===== src/rtl/mef_pkg.sv =====
package mef_pkg;
  typedef enum logic [1:0] {
    RSN_ACCEPT   = 2'd0,
    RSN_FILTERED = 2'd1,
    RSN_BUSY     = 2'd2,
    RSN_OVERSIZE = 2'd3
  } reason_e;
endpackage


===== src/rtl/mef_select.sv =====
// Candidate selection: error and flag paths in parallel, trigger-type fallback.
module mef_select #(
  parameter int ERR_W = 32,
  parameter int TT_W  = 8
) (
  input  logic [ERR_W-1:0] err_vec,
  input  logic [ERR_W-1:0] err_mute,
  input  logic             fw_sel,
  input  logic [TT_W-1:0]  trig_type,
  input  logic [TT_W-1:0]  tt_accept,
  input  logic             err_sel_en,
  input  logic             flt_sel_en,
  input  logic             tt_gate_en,
  output logic             candidate
);
  logic err_hit;
  logic flt_hit;
  logic tt_wild;
  logic tt_match;
  logic fallback;

  always_comb begin
    err_hit  = err_sel_en && (|(err_vec & ~err_mute));
    flt_hit  = flt_sel_en && fw_sel;
    tt_wild  = (tt_accept == '0);
    tt_match = tt_wild || (trig_type == tt_accept);
    fallback = !tt_gate_en || tt_match;
    candidate = err_hit || flt_hit || fallback;
  end
endmodule


===== src/rtl/mef_gate.sv =====
// Final accept/reject decision with reason priority.
module mef_gate
  import mef_pkg::*;
(
  input  logic    fmt_en,
  input  logic    oversize,
  input  logic    size_mute,
  input  logic    candidate,
  input  logic    send_all,
  input  logic    pipe_empty,
  output logic    accept,
  output reason_e reason,
  output logic    size_err
);
  always_comb begin
    size_err = 1'b0;
    if (!fmt_en) begin
      reason = RSN_FILTERED;
    end else if (oversize) begin
      reason   = RSN_OVERSIZE;
      size_err = !size_mute;
    end else if (!candidate) begin
      reason = RSN_FILTERED;
    end else if (!send_all && !pipe_empty) begin
      reason = RSN_BUSY;
    end else begin
      reason = RSN_ACCEPT;
    end
    accept = (reason == RSN_ACCEPT);
  end
endmodule


===== src/rtl/mef_counter.sv =====
// Event tally with synchronous clear taking precedence over increment.
module mef_counter #(
  parameter int CNT_W = 32
) (
  input  logic             clk,
  input  logic             rst,
  input  logic             clr,
  input  logic             inc,
  output logic [CNT_W-1:0] count
);
  always_ff @(posedge clk) begin
    if (rst || clr) count <= '0;
    else if (inc)   count <= count + 1'b1;
  end
endmodule


===== src/rtl/mon_event_filter.sv =====
module mon_event_filter
  import mef_pkg::*;
#(
  parameter int ERR_W     = 32,
  parameter int TT_W      = 8,
  parameter int LEN_W     = 16,
  parameter int MAX_WORDS = 4096,
  parameter int CNT_W     = 32
) (
  input  logic             clk,
  input  logic             rst,
  input  logic             evt_valid,
  output logic             evt_ready,
  input  logic [ERR_W-1:0] err_vec,
  input  logic             fw_sel,
  input  logic [TT_W-1:0]  trig_type,
  input  logic [LEN_W-1:0] evt_len,
  input  logic             pipe_empty,
  input  logic             cfg_fmt_en,
  input  logic             cfg_err_sel,
  input  logic             cfg_flt_sel,
  input  logic             cfg_tt_gate,
  input  logic             cfg_send_all,
  input  logic [ERR_W-1:0] cfg_err_mute,
  input  logic             cfg_size_mute,
  input  logic [TT_W-1:0]  cfg_tt_accept,
  input  logic             run_start,
  output logic             dec_valid,
  output logic             dec_accept,
  output logic [1:0]       dec_reason,
  output logic             dec_size_err,
  output logic [CNT_W-1:0] acc_count,
  output logic [CNT_W-1:0] rej_count
);
  localparam logic [LEN_W-1:0] LEN_LIMIT = LEN_W'(MAX_WORDS);

  logic    take;
  logic    candidate;
  logic    oversize;
  logic    nx_accept;
  reason_e nx_reason;
  logic    nx_size_err;

  assign evt_ready = !rst;
  assign take      = evt_valid && evt_ready;
  assign oversize  = (evt_len > LEN_LIMIT);

  mef_select #(.ERR_W(ERR_W), .TT_W(TT_W)) u_select (
    .err_vec    (err_vec),
    .err_mute   (cfg_err_mute),
    .fw_sel     (fw_sel),
    .trig_type  (trig_type),
    .tt_accept  (cfg_tt_accept),
    .err_sel_en (cfg_err_sel),
    .flt_sel_en (cfg_flt_sel),
    .tt_gate_en (cfg_tt_gate),
    .candidate  (candidate)
  );

  mef_gate u_gate (
    .fmt_en     (cfg_fmt_en),
    .oversize   (oversize),
    .size_mute  (cfg_size_mute),
    .candidate  (candidate),
    .send_all   (cfg_send_all),
    .pipe_empty (pipe_empty),
    .accept     (nx_accept),
    .reason     (nx_reason),
    .size_err   (nx_size_err)
  );

  always_ff @(posedge clk) begin
    if (rst) begin
      dec_valid    <= 1'b0;
      dec_accept   <= 1'b0;
      dec_reason   <= RSN_ACCEPT;
      dec_size_err <= 1'b0;
    end else begin
      dec_valid <= take;
      if (take) begin
        dec_accept   <= nx_accept;
        dec_reason   <= nx_reason;
        dec_size_err <= nx_size_err;
      end else begin
        dec_accept   <= 1'b0;
        dec_size_err <= 1'b0;
      end
    end
  end

  mef_counter #(.CNT_W(CNT_W)) u_acc_cnt (
    .clk   (clk),
    .rst   (rst),
    .clr   (run_start),
    .inc   (take && nx_accept),
    .count (acc_count)
  );

  mef_counter #(.CNT_W(CNT_W)) u_rej_cnt (
    .clk   (clk),
    .rst   (rst),
    .clr   (run_start),
    .inc   (take && !nx_accept),
    .count (rej_count)
  );
endmodule


===== config.mk =====
export PLATFORM = sky130hd
export DESIGN_NAME = mon_event_filter
export DESIGN_NICKNAME = d
export VERILOG_FILES = /design/src/rtl/mef_pkg.sv /design/src/rtl/mef_select.sv /design/src/rtl/mef_gate.sv /design/src/rtl/mef_counter.sv /design/src/rtl/mon_event_filter.sv
export SDC_FILE = /design/constraint.sdc
export NUM_CORES = 1
export LEC_CHECK = 0
export BUFFER_PORTS_ARGS = -buffer_cell sky130_fd_sc_hd__buf_2
export CELL_PAD_IN_SITES_DETAIL_PLACEMENT = 2
export CELL_PAD_IN_SITES_GLOBAL_PLACEMENT = 2
export CORE_MARGIN = 2
export CORE_UTILIZATION = 25
export DETAILED_ROUTE_END_ITERATION = 16
export GPL_ROUTABILITY_DRIVEN = 0
export PLACE_DENSITY = 0.82
export RECOVER_POWER = 25
export SYNTH_ARGS = -nofsm -noshare
export SYNTH_HDL_FRONTEND = slang
export SYNTH_SLANG_ARGS = --single-unit

===== constraint.sdc =====
create_clock -name clk -period 3.5 [get_ports clk]
set_input_delay 0.7 -clock clk [delete_from_list [all_inputs] [get_ports clk]]
set_output_delay 0.7 -clock clk [all_outputs]
set_load 0.01 [all_outputs]

---- Word level (Yosys, flattened, before mapping) ----
Index checks and enable logic that the tools add are counted.
word-level totals
  register bits ........................... 69
  output and inout port bits .............. 70
cells by class
  add/sub/neg operators ................... 2
  $lt $le $gt $ge ......................... 1
  equal/unequal tests ..................... 1
  muxes and demuxes ....................... 4
  bitwise gates (word level) .............. 5
  reduce and logical (&&, ||, !) cells .... 22
operators by type and width
  operator                 number
  $add A32 B1 Y32 const B  2
  $and A32 B32 Y32         1
  $not A32 Y32             1
  $reduce_or A32 Y1        1
  $gt A16 B13 Y1 const B   1
  $eq A8 B8 Y1             1
  $logic_not A8 Y1         1
  $mux W2                  4
  $logic_and A1 B1 Y1      6
  $logic_not A1 Y1         6
  $logic_or A1 B1 Y1       5
  $reduce_or A4 Y1         1
  $not A1 Y1               3
  $logic_not A2 Y1         1
  $reduce_or A2 Y1         1

---- Depth between registers and ports, before layout ----
  word-level depth ........................ 12
  depth in mapped cells ................... 9
  depth with buffers taken out ............ 8

---- By module ----
From an unflattened synthesis, not the netlist that was laid out.
unflattened totals
  cells, all modules ...................... 451
  area, all modules ....................... 3,749.8 µm²
modules (own cells, without submodules)
  module            times used  cells an instance  area each (µm²)
  mef_counter       2           178                1,566.5
  mef_select        1           68                 377.9
  mon_event_filter  1           20                 197.7
  mef_gate          1           7                  41.3

---- Least setup slack after synthesis ----
Ideal clock, no wire load.
  path kind ............................... input port to flip-flop
  start point ............................. in evt_len[3]
  end point ............................... reg u_acc_cnt.count[21]
  setup time .............................. 0.070 ns
  arrival time ............................ 2.822 ns
  path slack .............................. 0.608 ns
  stages on the path ...................... 8
  cells stage by stage .................... nor4_1 nand3_1 a2111oi_4 o2111ai_2 and2_1 buf_6 or4_1 a21oi_1
on the way
  cells in the longest elaborated chain, start to end .. 5
ends and longest elaborated chain
  element                 RTL line                RTL
  start: declaration      mon_event_filter.sv:17  input logic [LEN_W-1:0] evt_len,
  $gt A16 B13 Y1          mon_event_filter.sv:46  assign oversize = (evt_len > LEN_LIMIT);
  $mux W2                 mef_gate.sv:19          end else if (oversize) begin
  $mux W2                 mef_gate.sv:17          if (!fmt_en) begin
  $logic_not A2 Y1        mef_gate.sv:29          accept = (reason == RSN_ACCEPT);
  $logic_and A1 B1 Y1     mon_event_filter.sv:95  .inc (take && nx_accept),
  end signal: assignment  mef_counter.sv:13       else if (inc) count <= count + 1'b1;
  end: declaration        mef_counter.sv:9        output logic [CNT_W-1:0] count
Every way passes these cells.
A chain may end at the register's enable or synchronous reset.

---- Worst setup path in the final report ----
Same ends and word-level chain as after synthesis.

==> summary.txt <==
Pwr
  • PwrDens: 349 nW/um^2
  • Max VDD drop: 230 uV
  • Leakage power: 1.90 nW

Global route
  • First-pass GRT wire length: 24.7 mm
  • Initial antenna violation count: 1
  • Largest net degree at the start of global routing: 60
  • Tot GR Track Use: 18.9%
  • GRT Residual Overflow: 0
  • Vias in the first global route: 4,807

Timing
  • Max Transition Viols Final: 0
  • Worst Tran Pin Value: 1.25 ns
  • Min Tclk post-route: 3.02 ns
  • Skew final: 0.00809 ns
  • Max_slew headroom: 16.4%
  • Unrepaired setup endpoints after global routing: false
  • Setup WS post-layout: 0.479 ns
  • Setup TNS: 0 ns
  • Final worst-path cycle share: 86.3%
  • Final number of setup-violating endpoints: 0
  • Max Fclk: 331 MHz
  • Fin Hold WS: 0.491 ns
  • Final hold violation count: 0

Job
  • Max cap viols: 0

Logic synthesis
  • Most used DFF post-synth: dfxtp_1
  • Total of warnings raised by yosys: 0
  • Syn_nets: 585
  • Top cell type by total area after synthesis: dfxtp_1
  • Syn Area/Cell: 8.07 sq um
  • Synthesized area: 3830 sq um
  • Netlist cell types: 46
  • Top-count cell post-synth: dfxtp_1
  • Synth area leaders: dfxtp_1, xnor2_1, a21oi_1, or4_1, nor2b_1
  • Seq cells post-synth: 69
  • Mapped Cells: 475
  • Yosys top cell area share: 36.0%
  • Seq/Total Area, Yosys: 36.0%
  • Async set-reset flop share out of synthesis: 0%
  • Most frequent cells after synthesis: dfxtp_1, nand2_1, a21oi_1, nor2_1, nand3_1
  • Post-synth EDFFs: 0

Hold path
  • Worst hold path type: reg2reg

Routing
  • DR WL/cell: 18.2 um
  • DR vias: 4,434
  • Drt first pass iters: 4
  • DRT iter0 DRCs: 238
  • DRC Markers: 0
  • Vias per inst: 5.28
  • Final wirelength: 15.3 mm
  • Routed Antenna Nets: 0

Critical path
  • Worst path cell trace: buf_2 -> nor4_1 -> nand3_1 -> a2111oi_4 -> nand3_1 -> and2_1 -> or4_1 -> a21oi_1
  • Crit end category: flop
  • Crit-path slowest cell: a2111oi_4
  • Crit-path max FO: 9
  • CP arrival: 3.27 ns
  • Crit-path most repeated cell: nand3_1
  • Crit path launch type: input pin
  • CP Class: in2reg
  • Worst Path Required: 3.75 ns
  • Crit-path max cell delay: 0.58 ns

Clock tree
  • Setup Fix Bufs, Post-CTS: 0
  • H-tree lvl count: 3
  • TritonCTS buffer count: 9
  • CTS max path bufs: 2
  • Clock Tree Root: clkbuf_16
  • Worst skew pair latency: 0.34 ns
  • CTS clk-pin slew, worst paths: 0.06 ns
  • TritonCTS clock tree: yes
  • Post-CTS Hold Fix Bufs: 0
  • Quantity of gates resized following cts: 0
  • # clock sinks: 69

Placed design
  • Placed Cells: 824
  • Pre-CTS setup slack: 0.0943 ns
  • Number of port buffers: 177
  • Hpwl dp: 11.8 mm

Die
  • FP Rows: 45
  • Boundary pin count: 178
  • Die ar.: 16,300 sq um
  • DIE HEIGHT: 128 um
  • Core area: 15,100 sq um
  • Initial Utilization: 25.4%
  • Die W: 128 um

Cells and area
  • Nets: 757
  • Area grow syn2layout: 34.7%
  • Layout Cells excl Fill: 840
  • Share of layout cells above drive strength 1: 26.6%
  • Finished Core Util: 34.2%

Status
  • Status: finished clean
==> worst paths after layout <==
path,from,end,slack [ns],cells after the start
max reg2reg,u_rej_cnt.count[10],u_rej_cnt.count[30],0.66,7
min reg2reg,u_rej_cnt.count[31],u_rej_cnt.count[31],0.49,2
min,u_rej_cnt.count[31],u_rej_cnt.count[31],0.49,2
max,evt_len[3],u_acc_cnt.count[21],0.48,8
==> registers in the layout, indices dropped and copies added, names as in the netlist <==
signal,cells
u_acc_cnt.count,32
u_rej_cnt.count,32
dec_reason,2
dec_accept,1
dec_size_err,1
dec_valid,1
==> per-layer routing <==
metal | GRT usage [%] | vias to the layer above | wire [um]
li1 | - | 2124 | -
met1 | 21.7 | 2160 | 6380
met2 | 33.9 | 123 | 7770
met3 | 4.80 | 27 | 766
met4 | 6.40 | 0 | 370
met5 | 0 | - | 0
==> layout make-up <==
cell class	count	area, sq um
antenna	1	2.50
multi-input combinational	364	2280
clock inverter	1	5.00
clock buffer	14	274
tap	188	235
sequential	69	1380
inverter	18	67.6
fill	1844	9930
timing repair buffer	185	913
==> kinds of logic (layout without fill, tap and decap cells) <==
logic type / after synthesis / count (layout) / synth area share (%)
simple gates: 222 / 222 / 32.0
xor+xnor: 29 / 29 / 6.63
fa+ha+maj: 2 / 2 / 0.653
flops: 69 / 69 / 36.0
mux: 2 / 2 / 0.522
buf+inv: 42 / 218 / 4.37
other cells: 0 / 1 / 0
compound gates: 109 / 109 / 19.8
==> report_power, final <==
part           total [mW]  switching (mW)  internal [mW]  leakage (nW)
logic               0.142          0.0706         0.0715          1.21
registers           0.791         0.00210          0.789         0.556
clock network       0.869           0.336          0.533         0.139
total                1.80           0.409           1.39          1.90
==> placed cells by master (no fill, tap or decap), types with 2 or more instances in the layout <==
cell | synthesis | layout
clkbuf_16 | 0 | 9
nand3_1 | 29 | 29
a21boi_0 | 2 | 2
nor2_1 | 31 | 31
and4_1 | 4 | 4
and3_1 | 11 | 11
ha_1 | 2 | 2
nor4_1 | 9 | 9
a211oi_1 | 6 | 6
dfxtp_1 | 69 | 69
and2_1 | 5 | 5
nor3_1 | 3 | 3
o21a_1 | 4 | 4
o21ai_0 | 9 | 9
inv_1 | 17 | 17
clkbuf_1 | 21 | 36
nand4_1 | 22 | 22
or3_1 | 12 | 12
clkbuf_8 | 0 | 3
o41ai_1 | 2 | 2
mux2i_1 | 2 | 2
a21oi_1 | 38 | 38
buf_4 | 0 | 6
nand2_1 | 40 | 40
o31ai_1 | 19 | 19
a2111oi_0 | 12 | 12
nor2b_1 | 25 | 25
buf_2 | 2 | 144
or2_2 | 2 | 2
xnor2_1 | 28 | 28
o211ai_1 | 6 | 6
o311ai_0 | 2 | 2
or4_1 | 25 | 25
==> metrics by stage <==
| step | power [mW] | area, sq um |
|---|---|---|
| after floorplan | 0.863 | 3830 |
| after global placement | 0.946 | 4930 |
| after detailed placement | 0.953 | 4930 |
| after CTS | 1.84 | 5210 |
| after global routing | 1.89 | 5160 |
| final | 1.80 | 5160 |
==> critical path, delay by kind of cell <==
family                 cells  cell delay, ns
AND/OR/NAND/NOR            5            1.72
AO/OA/AOI/OAI              2            0.75
buffers and inverters      1            0.09
Power figures use the tool's default switching activity.
